--- config.mk ---
export PLATFORM = sky130hd
export DESIGN_NAME = scard_rst_sup
export DESIGN_NICKNAME = d
export VERILOG_FILES = /design/src/rtl/scard_sup_pkg.sv /design/src/rtl/scard_io_edge.sv /design/src/rtl/scard_blank_timer.sv /design/src/rtl/scard_cycle_ctr.sv /design/src/rtl/scard_seq_fsm.sv /design/src/rtl/scard_rst_sup.sv
export SDC_FILE = /design/constraint.sdc
export NUM_CORES = 1
export LEC_CHECK = 0
export ABC_CLOCK_PERIOD_IN_PS = 3700
export BUFFER_PORTS_ARGS = -buffer_cell sky130_fd_sc_hd__buf_2
export CORE_ASPECT_RATIO = 1.5
export CORE_MARGIN = 2
export CORE_UTILIZATION = 56
export DETAILED_ROUTE_END_ITERATION = 8
export PLACE_DENSITY = 0.86
export SLEW_MARGIN = 10
export SYNTH_ARGS = -nofsm -noshare
export SYNTH_HDL_FRONTEND = slang
export SYNTH_SLANG_ARGS = --single-unit
--- constraint.sdc ---
create_clock -name clk -period 3.7 [get_ports clk]
set_clock_uncertainty 0.2 [all_clocks]
set_input_delay 0.74 -clock clk [delete_from_list [all_inputs] [get_ports clk]]
set_output_delay 0.74 -clock clk [all_outputs]
set_load 0.05 [all_outputs]
--- src/rtl/scard_sup_pkg.sv ---
package scard_sup_pkg;

   typedef enum logic [2:0] {
      ST_IDLE       = 3'd0,
      ST_HOLD       = 3'd1,
      ST_WAIT       = 3'd2,
      ST_DONE       = 3'd3,
      ST_FAIL_EARLY = 3'd4,
      ST_FAIL_NOANS = 3'd5
   } seq_state_e;

endpackage

--- src/rtl/scard_io_edge.sv ---
module scard_io_edge #(
   parameter int STAGES = 2
) (
   input  logic clk,
   input  logic rst_n,
   input  logic io_raw,
   output logic fall
);

   if (STAGES < 2) begin : g_bad_stages
      $error("scard_io_edge: STAGES must be at least 2");
   end

   logic [STAGES-1:0] sync_q;
   logic              last_q;

   // Shift chain, idle-high line
   always_ff @(posedge clk or negedge rst_n) begin
      if (!rst_n) begin
         sync_q <= '1;
         last_q <= 1'b1;
      end else begin
         sync_q <= {sync_q[STAGES-2:0], io_raw};
         last_q <= sync_q[STAGES-1];
      end
   end

   assign fall = last_q & ~sync_q[STAGES-1];

   // a detected edge lasts exactly one cycle
   a_r5_fall_single: assert property (@(posedge clk) disable iff (!rst_n)
      fall |=> !fall);

endmodule

--- src/rtl/scard_blank_timer.sv ---
module scard_blank_timer #(
   parameter int BLANK_CYC = 200
) (
   input  logic clk,
   input  logic rst_n,
   input  logic clr,
   input  logic tick,
   output logic done
);

   localparam int BW = $clog2(BLANK_CYC + 1);

   if (BLANK_CYC < 1) begin : g_bad_blank
      $error("scard_blank_timer: BLANK_CYC must be positive");
   end

   logic [BW-1:0] cnt_q;

   always_ff @(posedge clk or negedge rst_n) begin
      if (!rst_n)
         cnt_q <= '0;
      else if (clr)
         cnt_q <= '0;
      else if (tick && !done)
         cnt_q <= cnt_q + 1'b1;
   end

   assign done = (cnt_q == BW'(BLANK_CYC));

   // once open, the window stays open until cleared
   a_r6_blank_sat: assert property (@(posedge clk) disable iff (!rst_n)
      done && !clr |=> done);

endmodule

--- src/rtl/scard_cycle_ctr.sv ---
module scard_cycle_ctr #(
   parameter int W = 16
) (
   input  logic         clk,
   input  logic         rst_n,
   input  logic         clr,
   input  logic         inc,
   output logic [W-1:0] cnt
);

   if (W < 2) begin : g_bad_width
      $error("scard_cycle_ctr: W must be at least 2");
   end

   always_ff @(posedge clk or negedge rst_n) begin
      if (!rst_n)
         cnt <= '0;
      else if (clr)
         cnt <= '0;
      else if (inc)
         cnt <= cnt + 1'b1;
   end

   // one step per granted pulse
   a_r3_step: assert property (@(posedge clk) disable iff (!rst_n)
      inc && !clr |=> cnt == $past(cnt) + 1'b1);

   // count holds when neither cleared nor advanced
   a_r8_hold: assert property (@(posedge clk) disable iff (!rst_n)
      !inc && !clr |=> $stable(cnt));

endmodule

--- src/rtl/scard_seq_fsm.sv ---
module scard_seq_fsm
   import scard_sup_pkg::*;
#(
   parameter int W = 16
) (
   input  logic         clk,
   input  logic         rst_n,
   input  logic         rst_req,
   input  logic         supply_ok,
   input  logic         clk_run,
   input  logic         tick,
   input  logic         fall,
   input  logic         blank_done,
   input  logic [W-1:0] cnt,
   input  logic [W-1:0] thr,
   input  logic [W-1:0] tmo,
   input  logic         err_clr,
   output logic         cnt_clr,
   output logic         cnt_inc,
   output logic         blank_clr,
   output logic         released,
   output logic         done_ok,
   output logic         err_early,
   output logic         err_noans,
   output logic         err_sticky
);

   seq_state_e state_q, state_d;
   logic       req_q;
   logic       start;
   logic       hit;
   logic       set_fail;

   assign start = rst_req & ~req_q & supply_ok & clk_run;
   assign hit   = fall & blank_done;

   always_comb begin
      state_d  = state_q;
      cnt_clr  = 1'b0;
      cnt_inc  = 1'b0;
      set_fail = 1'b0;
      case (state_q)
         ST_IDLE: begin
            cnt_clr = 1'b1;
            if (start) state_d = ST_HOLD;
         end
         ST_HOLD: begin
            // early answer outranks the threshold match
            if (hit) begin
               state_d  = ST_FAIL_EARLY;
               set_fail = 1'b1;
            end else if (cnt == thr) begin
               state_d = ST_WAIT;
               cnt_clr = 1'b1;
            end else begin
               cnt_inc = tick;
            end
         end
         ST_WAIT: begin
            // answer outranks the timeout
            if (hit) begin
               state_d = ST_DONE;
            end else if (cnt == tmo) begin
               state_d  = ST_FAIL_NOANS;
               set_fail = 1'b1;
            end else begin
               cnt_inc = tick;
            end
         end
         default: ;
      endcase
      if (state_q != ST_IDLE && !rst_req) begin
         state_d  = ST_IDLE;
         cnt_clr  = 1'b1;
         cnt_inc  = 1'b0;
         set_fail = 1'b0;
      end
   end

   always_ff @(posedge clk or negedge rst_n) begin
      if (!rst_n) begin
         state_q    <= ST_IDLE;
         req_q      <= 1'b0;
         err_sticky <= 1'b0;
      end else begin
         state_q <= state_d;
         req_q   <= rst_req;
         if (set_fail)
            err_sticky <= 1'b1;
         else if (err_clr)
            err_sticky <= 1'b0;
      end
   end

   assign blank_clr = (state_q == ST_IDLE);
   assign released  = (state_q == ST_WAIT) || (state_q == ST_DONE);
   assign done_ok   = (state_q == ST_DONE);
   assign err_early = (state_q == ST_FAIL_EARLY);
   assign err_noans = (state_q == ST_FAIL_NOANS);

   // release happens only after the count met the threshold
   a_r3_release_at_thr: assert property (@(posedge clk) disable iff (!rst_n)
      $rose(released) |-> $past(cnt) == $past(thr));

   // the count restarts from zero at release
   a_r4_zero_at_release: assert property (@(posedge clk) disable iff (!rst_n)
      $rose(released) |-> cnt == '0);

   // an early failure needs an open blanking window
   a_r7_early_after_blank: assert property (@(posedge clk) disable iff (!rst_n)
      $rose(err_early) |-> $past(blank_done));

   // the answer time stays frozen while the request is held
   a_r8_frozen: assert property (@(posedge clk) disable iff (!rst_n)
      done_ok && rst_req |=> $stable(cnt));

   // a timeout fires only on the programmed count
   a_r9_noans_at_tmo: assert property (@(posedge clk) disable iff (!rst_n)
      $rose(err_noans) |-> $past(cnt) == $past(tmo));

   // sticky flag survives until cleared
   a_r10_sticky: assert property (@(posedge clk) disable iff (!rst_n)
      err_sticky && !err_clr |=> err_sticky);

   // dropping the request aborts to idle
   a_r11_abort: assert property (@(posedge clk) disable iff (!rst_n)
      !rst_req |=> !released && cnt == '0 && !done_ok && !err_early && !err_noans);

endmodule

--- src/rtl/scard_rst_sup.sv ---
module scard_rst_sup #(
   parameter int THR_BYTE_W     = 8,
   parameter int BLANK_CYC      = 200,
   parameter int SYNC_STAGES    = 2,
   parameter bit RST_ACTIVE_LOW = 1'b1,
   localparam int CNT_W         = 2 * THR_BYTE_W
) (
   input  logic                  clk,
   input  logic                  rst_n,
   input  logic                  card_clk_en,
   input  logic                  supply_ok,
   input  logic                  clk_run,
   input  logic                  rst_req,
   input  logic [THR_BYTE_W-1:0] thr_hi,
   input  logic [THR_BYTE_W-1:0] thr_lo,
   input  logic [CNT_W-1:0]      ans_tmo,
   input  logic                  card_io,
   input  logic                  err_clr,
   output logic                  card_rst,
   output logic [CNT_W-1:0]      cnt_val,
   output logic                  done_ok,
   output logic                  err_early,
   output logic                  err_noans,
   output logic                  err_sticky,
   output logic                  irq_n
);

   if (THR_BYTE_W < 2) begin : g_bad_byte
      $error("scard_rst_sup: THR_BYTE_W too small");
   end
   if (BLANK_CYC >= (1 << CNT_W)) begin : g_bad_window
      $error("scard_rst_sup: BLANK_CYC exceeds the counter range");
   end

   logic [CNT_W-1:0] thr;
   logic             fall;
   logic             blank_done;
   logic             blank_clr;
   logic             cnt_clr;
   logic             cnt_inc;
   logic             released;

   assign thr = {thr_hi, thr_lo};

   scard_io_edge #(
      .STAGES (SYNC_STAGES)
   ) u_io_edge (
      .clk    (clk),
      .rst_n  (rst_n),
      .io_raw (card_io),
      .fall   (fall)
   );

   scard_blank_timer #(
      .BLANK_CYC (BLANK_CYC)
   ) u_blank (
      .clk   (clk),
      .rst_n (rst_n),
      .clr   (blank_clr),
      .tick  (card_clk_en),
      .done  (blank_done)
   );

   scard_cycle_ctr #(
      .W (CNT_W)
   ) u_ctr (
      .clk   (clk),
      .rst_n (rst_n),
      .clr   (cnt_clr),
      .inc   (cnt_inc),
      .cnt   (cnt_val)
   );

   scard_seq_fsm #(
      .W (CNT_W)
   ) u_fsm (
      .clk        (clk),
      .rst_n      (rst_n),
      .rst_req    (rst_req),
      .supply_ok  (supply_ok),
      .clk_run    (clk_run),
      .tick       (card_clk_en),
      .fall       (fall),
      .blank_done (blank_done),
      .cnt        (cnt_val),
      .thr        (thr),
      .tmo        (ans_tmo),
      .err_clr    (err_clr),
      .cnt_clr    (cnt_clr),
      .cnt_inc    (cnt_inc),
      .blank_clr  (blank_clr),
      .released   (released),
      .done_ok    (done_ok),
      .err_early  (err_early),
      .err_noans  (err_noans),
      .err_sticky (err_sticky)
   );

   // Pad level picked by polarity option
   if (RST_ACTIVE_LOW) begin : g_rst_low
      assign card_rst = released;
   end else begin : g_rst_high
      assign card_rst = ~released;
   end

   assign irq_n = ~err_sticky;

   // any failure leaves the card held in reset
   a_r7_fail_holds_reset: assert property (@(posedge clk) disable iff (!rst_n)
      (err_early || err_noans) |-> (card_rst == ~RST_ACTIVE_LOW));

   // interrupt follows a newly raised sticky flag
   a_r10_irq: assert property (@(posedge clk) disable iff (!rst_n)
      $rose(err_sticky) |-> !irq_n);

endmodule

# [Word-level counts from Yosys, hierarchy flattened]
# Cells that the tools add are included.
[totals] wordCells=68 input_bits=40 out_inout_bits=22 ff_bits=32
[op_classes] muxes=28 add_sub_neg=2 n_reduce_logical=12 eq_ne=11 n_bitwise=8
[ops] cell="== test 16 bit" count=2
[ops] cell="2-to-1 mux 16 bit" count=2
[ops] cell="2-to-1 mux 3 bit" count=6
[ops] cell="adder 16 x 1 -> 16 bit, second input constant" count=1
[ops] cell="2-to-1 mux 8 bit" count=2
[ops] cell="2-to-1 mux 1 bit" count=14
[ops] cell="one-hot mux 3 bit (3 select lines)" count=1
[ops] cell="adder 8 x 1 -> 8 bit, second input constant" count=1
[ops] cell="== test 8 bit, second input constant" count=1
[ops] cell="!= test 4 x 1 -> 1 bit, second input constant" count=2
[ops] cell="== test 3 x 2 -> 1 bit, second input constant" count=2
[ops] cell="== test 3 bit, second input constant" count=2
[ops] cell="one-hot mux 1 bit (2 select lines)" count=3
[ops] cell="nonzero test 2 bit" count=3
[ops] cell="bitwise AND 1 bit" count=5
[ops] cell="AND reduction 4 bit" count=1
[ops] cell="nonzero test 4 bit" count=1
[ops] cell="== test 3 x 1 -> 1 bit, second input constant" count=1
[ops] cell="logical NOT 3 bit" count=1
[ops] cell="!= test 3 x 1 -> 1 bit, second input constant" count=1
[ops] cell="NOT 1 bit" count=3
[ops] cell="nonzero test 3 bit" count=1
[ops] cell="logical AND 1 bit" count=2
[ops] cell="logical NOT 1 bit" count=2
[ops] cell="logical OR 1 bit" count=1

# [Depth between registers and ports, before layout]
# Gate-level depths: netlist (run 1).
[logic_depth] word_depth=8 mapped_depth=9 mapped_depth_nobuf=8

# [Modules after synthesis]
# A second synthesis (run 1) with hierarchy kept.
[hier_totals] hier_cells=217 hier_area_um2=2167.1
[by_module_without_submodules] module="scard_cycle_ctr" cells_per_inst=82 seq_area_each_um2=400.4 area_per_inst_um2=872.1 instances=1
[by_module_without_submodules] module="scard_seq_fsm" cells_per_inst=83 seq_area_each_um2=125.1 area_per_inst_um2=745.7 instances=1
[by_module_without_submodules] module="scard_blank_timer" cells_per_inst=47 seq_area_each_um2=200.2 area_per_inst_um2=452.9 instances=1
[by_module_without_submodules] module="scard_io_edge" cells_per_inst=4 seq_area_each_um2=78.8 area_per_inst_um2=92.6 instances=1
[by_module_without_submodules] module="scard_rst_sup" cells_per_inst=1 seq_area_each_um2=0.0 area_per_inst_um2=3.8 instances=1

# [Worst setup path after synthesis (run 1)]
# OpenSTA, ideal clock, no wires.
[synth_path] path_type="reg2out" from="reg u_fsm.state_q[2]" to="out err_early" t_arrival_ns=1.643 setup_slack_ns=1.117 n_path_buf=1 stages_incl_launch_ff=4 required_ns=2.760 path_cell_list="dfrtp_1 > buf_2 > inv_1 > nor3_1"
[synth_between] elab_chain_cells=1
[synth_rtl] element="start: declaration" line_no="scard_seq_fsm.sv:28" source="seq_state_e state_q, state_d;"
[synth_rtl] element="start signal: assignment" line_no="scard_seq_fsm.sv:86" source="state_q <= state_d;"
[synth_rtl] element="== test 3 bit" line_no="scard_seq_fsm.sv:98" source="assign err_early = (state_q == ST_FAIL_EARLY);"
[synth_rtl] element="end: declaration" line_no="scard_rst_sup.sv:22" source="output logic err_early,"
# Every way passes these cells.

# [Worst setup path in the final report (run 1)]
[layout_path] from="reg u_blank.cnt_q[0]" to="reg u_ctr.cnt[7]"
[layout_between] elab_chain_cells=6 elab_cells_between_ends=11 classes_between="eq/ne: 1; mux: 8; bitwise: 1; reduce/logical: 1"
[layout_rtl] element="start: declaration" line_no="scard_blank_timer.sv:17" source="logic [BW-1:0] cnt_q;"
[layout_rtl] element="start signal: assignment" line_no="scard_blank_timer.sv:25" source="cnt_q <= cnt_q + 1'b1;"
[layout_rtl] element="== test 8 bit *" line_no="scard_blank_timer.sv:28" source="assign done = (cnt_q == BW'(BLANK_CYC));"
[layout_rtl] element="bitwise AND 1 bit *" line_no="scard_seq_fsm.sv:35" source="assign hit = fall & blank_done;"
[layout_rtl] element="2-to-1 mux 1 bit, on equally long branches" line_no="scard_seq_fsm.sv:49, scard_seq_fsm.sv:61"
[layout_rtl] element="one-hot mux 1 bit (2 select lines)" line_no="scard_seq_fsm.sv:42" source="case (state_q)"
[layout_rtl] element="2-to-1 mux 1 bit" line_no="scard_seq_fsm.sv:72" source="if (state_q != ST_IDLE && !rst_req) begin"
[layout_rtl] element="2-to-1 mux 16 bit or nonzero test 2 bit (tied branches)"
[layout_rtl] element="end signal: assignment" line_no="scard_cycle_ctr.sv:21" source="cnt <= cnt + 1'b1;"
[layout_rtl] element="end: declaration" line_no="scard_cycle_ctr.sv:8" source="output logic [W-1:0] cnt"
# Mark *: on every way between the ends. The rest lies on a longest branch, timed or not.
# A chain may end at the register's enable or synchronous reset.

==> metrics.cfg, run 1 <==
[status]
status=complete, no violations

[clocking]
clk_pin_slew_ns=0.07
cts_buffers=5
cts_hold_buf=0
cts_root_buf=clkbuf_8
insertion_delay_ns=0.29
tritoncts=yes
clkSinkCount=32
cts-resized-gates=0
cts.htree.levels=2
cts_setup_buffers=0
clockBufferDepth=2

[logic_synthesis]
synth_edf_count=0
async_flop_share=1.000
syn_area_um2=2068
yosysMostFrequentCell=xnor2_1
syn_area_per_cell_um2=9.151
synth_top_family_by_area=simple AND/OR/NAND/NOR gates
synth-main-ff-cell=dfrtp_1
yosys.area_share.xor_xnor=0.1567
synthSimpleGateAreaFrac=0.2456
synthMuxAreaShare=0
synthTopCellsByCount=33 x xnor2_1, 29 x dfrtp_1, 23 x a21oi_1, 13 x nand4_1
yosysTopAreaCell=dfrtp_1
seq_area_frac_synth=0.3890
synth_fa_ha_area_frac=0.01815
yosys-top-cells-area=dfrtp_1 35%, xnor2_1 14%, a21oi_1 5.6%
syn_nets=269
synth_cell_type_count=42
ys_ff_latch=32
synth.top_cell.area_share=0.3509
yosysWarningCount=0
synth_compound_area_frac=0.1446
synthCells=226

[sta]
hold_viol_final=0
post-route-min-period_ns=2.548
setup_violations=0
setup_tns_ns=0
drv_slew=0
tightest_slew_ns=0.7192
fin_crit_sh=0.6885
holdWs_ns=0.1613
slew_headroom=0.5205
rsz0062_at_grt=no
fmax_mhz=392.5

[die]
start_util=0.5722
dieArea_um2=4205
die_height_um=78.43
rows=27
die_w_um=53.62
core-area_um2=3615
ios=62

[power]
p_leak_nw=1.022
vdd_drop_max_v=0.0004039
power_density_nw_per_um2=398.2

[setup_path]
critPathRequiredTime_ns=3.73
end_kind=flop
crit_chain=inv_1 -> ha_1 -> nand2_1 -> nor4_4 -> nor3_1 -> a21o_1 -> or4_1 -> nand2_1
critical-path-top-delay-family=simple AND/OR/NAND/NOR gates
cpPeakStageDelay_ns=0.56
worst_ep_arrival_time_ns=2.58
slowest_stage=or4_1
crit_buf_inv=1
path_common_cell=nand2_1
cp-start-kind=flop
worstSetupPathType=reg -> reg
worstPathMaxFanout=16

[grt]
grt_pass1_vias=1866
antenna_found_initial=0
grt_overflow=0
grt_max_degree=37
grt_pass1_wl_um=7928
grt.total_usage=0.2561

[finish]
syn_to_final_growth_pct=20.51
diodes=0
stdcell_area_um2=2492
fin_cells=327
finalNetCount=326
fin_util=0.6895
final_layout_size_suffix_gt1_frac=0.2817

[routing]
drc_errors=0
drtIter0Drc=43
routed_wirelength_um=4768
wire_per_inst_um=14.58
avgViaCountPerCell=5.801
first_pass_iters=4
ant_nets=0
num_vias=1897

[placed_design]
place_area_um2=2366
globalplace.congestion=0.8102
portBuffers=61
placed_cells=319
place_hpwl_um=3650

[run]
maxCapViolCount=0

[hold_path]
hold_class=reg -> reg

sequential cells by signal, indices dropped and copies added (netlist names):
name and count:
u_blank.cnt_q 8, u_fsm.req_q 1, u_fsm.err_sticky 1, u_fsm.state_q 3, u_io_edge.last_q 1, u_ctr.cnt 16, u_io_edge.sync_q 2
logic make-up (layout without fill, tap and decap cells):
group                    Yosys count  after routing
adder cells (fa/ha/maj)            3              3
flip-flops                        32             32
XOR/XNOR                          37             37
buffers and inverters             19             77
AND/OR/NAND/NOR                   86             86
AO/OA/AOI/OAI                     49             49
area by class of cell:
type,instances,area [um2]
Multi-Input combinational cell,175,1169
Fill cell,304,1122
Sequential cell,32,804.5
Timing Repair Buffer,62,312.8
Clock buffer,7,96.34
Tap cell,43,53.80
Clock inverter,1,30.03
Inverter,7,26.28
worst register-to-register path, delay by kind of cell (launching register included):
family | cells | cell delay [ns]
AO/OA/AOI/OAI | 1 | 0.38
adder cells (fa/ha/maj) | 1 | 0.16
AND/OR/NAND/NOR | 5 | 1.25
buffers and inverters | 1 | 0.11
flip-flops | 1 | 0.40
per-stage QoR:
step	total power (W)	setup WS, ns
after floorplan	0.0005816	1.117
after global placement	0.0006244	1.055
after detailed placement	0.0006327	0.9870
after CTS	0.001002	1.139
after global routing	0.001052	0.9306
final	0.0009924	1.153
placed cells by master, fill, tap and decap left out, types with 4 or more instances in the layout:
| master | n |
|---|---|
| a21oi_1 | 23 |
| buf_2 | 61 |
| clkbuf_8 | 7 |
| dfrtp_1 | 29 |
| inv_1 | 7 |
| nand2_1 | 11 |
| nand3_1 | 12 |
| nand4_1 | 13 |
| nor2_1 | 10 |
| o21ai_0 | 12 |
| o31ai_1 | 5 |
| or3_1 | 12 |
| or4_1 | 6 |
| xnor2_1 | 33 |
| xor2_1 | 4 |
power breakdown:
part	switching [W]	total [W]	internal, W
registers	0.0000226	0.000388	0.000365
clock network	0.000128	0.000366	0.000237
logic	0.000152	0.000239	0.0000870
layer usage:
layer  share of wire  track usage
met1            0.38       0.2696
met5               0            0
met4           0.019       0.1103
met3           0.051      0.06464
met2            0.55       0.4580
final timing paths:
path	from	end	slack, ns	cells after the start
max in group asynchronous	rst_n	u_fsm.req_q$_DFF_PN0_	2.52	1
min in group asynchronous	rst_n	u_ctr.cnt[3]$_DFFE_PN0P_	0.30	1
worst max register to register	u_blank.cnt_q[0]$_DFFE_PN0P_	u_ctr.cnt[7]$_DFFE_PN0P_	1.15	8
worst min-delay path	u_io_edge.sync_q[0]$_DFF_PN1_	u_io_edge.sync_q[1]$_DFF_PN1_	0.16	0
worst min register to register	u_io_edge.sync_q[0]$_DFF_PN1_	u_io_edge.sync_q[1]$_DFF_PN1_	0.16	0
worst max-delay path	u_blank.cnt_q[0]$_DFFE_PN0P_	u_ctr.cnt[7]$_DFFE_PN0P_	1.15	8
Power figures use the tool's default switching activity.
==> inputs of run 2 (changes only) <==
Settings changed: ABC_CLOCK_PERIOD_IN_PS 3700 to 2600, CORE_UTILIZATION 56 to 52, PLACE_DENSITY 0.86 to 0.8.
Clock period 3.7 ns to 2.6 ns, I/O delays scaled along.
==> metrics.cfg, run 2 (synthesis gave the netlist of run 1 again) <==
[finish]
largest-register=u_ctr.cnt
final_common_cell=buf_2
finalNetCount=331
final_layout_size_suffix_gt1_frac=0.2941
syn_to_final_growth_pct=21.29
largestRegisters=u_ctr.cnt: 16 flops, u_blank.cnt_q: 8 flops, u_fsm.state_q: 3 flops
fin_util=0.6451
stdcell_area_um2=2509
regArea_um2=804.5
diodes=0
final_cell_mix=61 x buf_2, 33 x xnor2_1, 29 x dfrtp_1, 23 x a21oi_1, 13 x nand4_1
n_fill_cell=327
multi_input_area_um2=1186
largest_reg_flops=16

[setup_path]
end_kind=flop
cp-start-kind=flop
critPathRequiredTime_ns=2.62
worstSetupPathType=reg -> reg
cp.depth=8
slowest_stage=or4_1
ff2ff_path_depth=8
cpPeakStageDelay_ns=0.51
crit_buf_inv=1
crit_chain=inv_1 -> ha_1 -> nand2_1 -> nor4_4 -> or3b_1 -> o22a_4 -> or4_1 -> a21oi_1
critical-path-top-delay-family=simple AND/OR/NAND/NOR gates
worstPathMaxFanout=18
worst_ep_arrival_time_ns=2.47

[die]
core-area_um2=3889
die_w_um=55.50
die_height_um=81.24
start_util=0.5319
ios=62
rows=28
dieArea_um2=4508

[routing]
ant_nets=0
wire_per_inst_um=14.31
first_pass_iters=4
drtIter0Drc=64
drc_errors=0
avgViaCountPerCell=5.686
routed_wirelength_um=4778
num_vias=1899

[clocking]
cts_buffers=5
cts_root_buf=clkbuf_8
clkSinkCount=32
tritoncts=yes
clockBufferDepth=2
cts.htree.levels=2
clk_pin_slew_ns=0.07
cts_setup_buffers=0
cts_hold_buf=0
cts-resized-gates=0
insertion_delay_ns=0.29

[grt]
grt_pass1_vias=1740
grtUsageMet1=0.2404
grt_busiest_layer=met2
grt_overflow=0
use_met2=0.4000
grt_pass1_wl_um=7659
antenna_found_initial=0
grt.total_usage=0.2140
grt_util_met3=0.04299
grt_max_degree=37

[sta]
setup_tns_ns=0
fmax_mhz=409.0
slew_headroom=0.5347
rsz0062_at_grt=no
setup_violations=0
drv_slew=0
fin_crit_sh=0.9404
hold_viol_final=0
tightest_slew_ns=0.6980
post-route-min-period_ns=2.445

[placed_design]
globalplace.congestion=0.7924
place_area_um2=2399
portBuffers=61
place_hpwl_um=3456

[power]
power_density_nw_per_um2=527.6
p_leak_nw=1.032
vdd_drop_max_v=0.0005677
power_w=0.001324

[run]
maxCapViolCount=0

[hold_path]
hold_class=in -> async

[status]
status=complete, no violations

[run 2: changes by cell type in the layout (fill, tap and decap cells not counted), sizes merged]
cell	previous run	this run
o22a	1	2
clkinv	0	2
bufinv	1	0
buf	62	66
clkbuf	7	6
[run 2: per-stage QoR]
step           cells  worst slack [ns]  hold slack, ns
2_1_floorplan    226            0.1160         0.02441
3_3_place_gp     325            0.1772          0.1545
3_5_place_dp     325            0.1365          0.1550
4_1_cts          333            0.1310          0.1019
5_1_grt          334           0.01656          0.1262
6_report         334            0.1549         0.07070
[run 2: per-layer routing]
| metal | wire length, um | vias up |
|---|---|---|
| met4 | 68 | 0 |
| met3 | 235 | 7 |
| met2 | 2472 | 58 |
| met5 | 0 | - |
| met1 | 2001 | 896 |
| li1 | - | 938 |
[run 2: where the power goes]
part	switching [W]	internal [W]
clock	0.000187	0.000211
combinational	0.000229	0.000146
sequential	0.0000309	0.000520
total	0.000446	0.000877
[run 2: cell type report]
type / count / share of cell area
well taps: 45 / 0.02244
repair buffers: 66 / 0.1367
flip-flops and latches: 32 / 0.3207
inverters: 7 / 0.01047
clock buffers: 6 / 0.03292
clock inverters: 2 / 0.003990
multi-input cells: 176 / 0.4728
[run 2: final timing paths]
kind,start,slack [ns],to
min reg2reg,u_io_edge.sync_q[0]$_DFF_PN1_,0.16,u_io_edge.sync_q[1]$_DFF_PN1_
min in group clk,card_io,0.13,u_io_edge.sync_q[0]$_DFF_PN1_
min,rst_n,0.07,u_ctr.cnt[13]$_DFFE_PN0P_
max reg2reg,u_blank.cnt_q[0]$_DFFE_PN0P_,0.15,u_ctr.cnt[5]$_DFFE_PN0P_
max in group asynchronous,rst_n,1.67,u_ctr.cnt[8]$_DFFE_PN0P_
max,u_blank.cnt_q[0]$_DFFE_PN0P_,0.15,u_ctr.cnt[5]$_DFFE_PN0P_
[run 2: worst reg2reg max path, stage by stage (launching register included)]
cell,delay [ns]
dfrtp_1,0.37
inv_1,0.08
ha_1,0.19
nand2_1,0.11
nor4_4,0.08
or3b_1,0.41
o22a_4,0.29
or4_1,0.51
a21oi_1,0.15
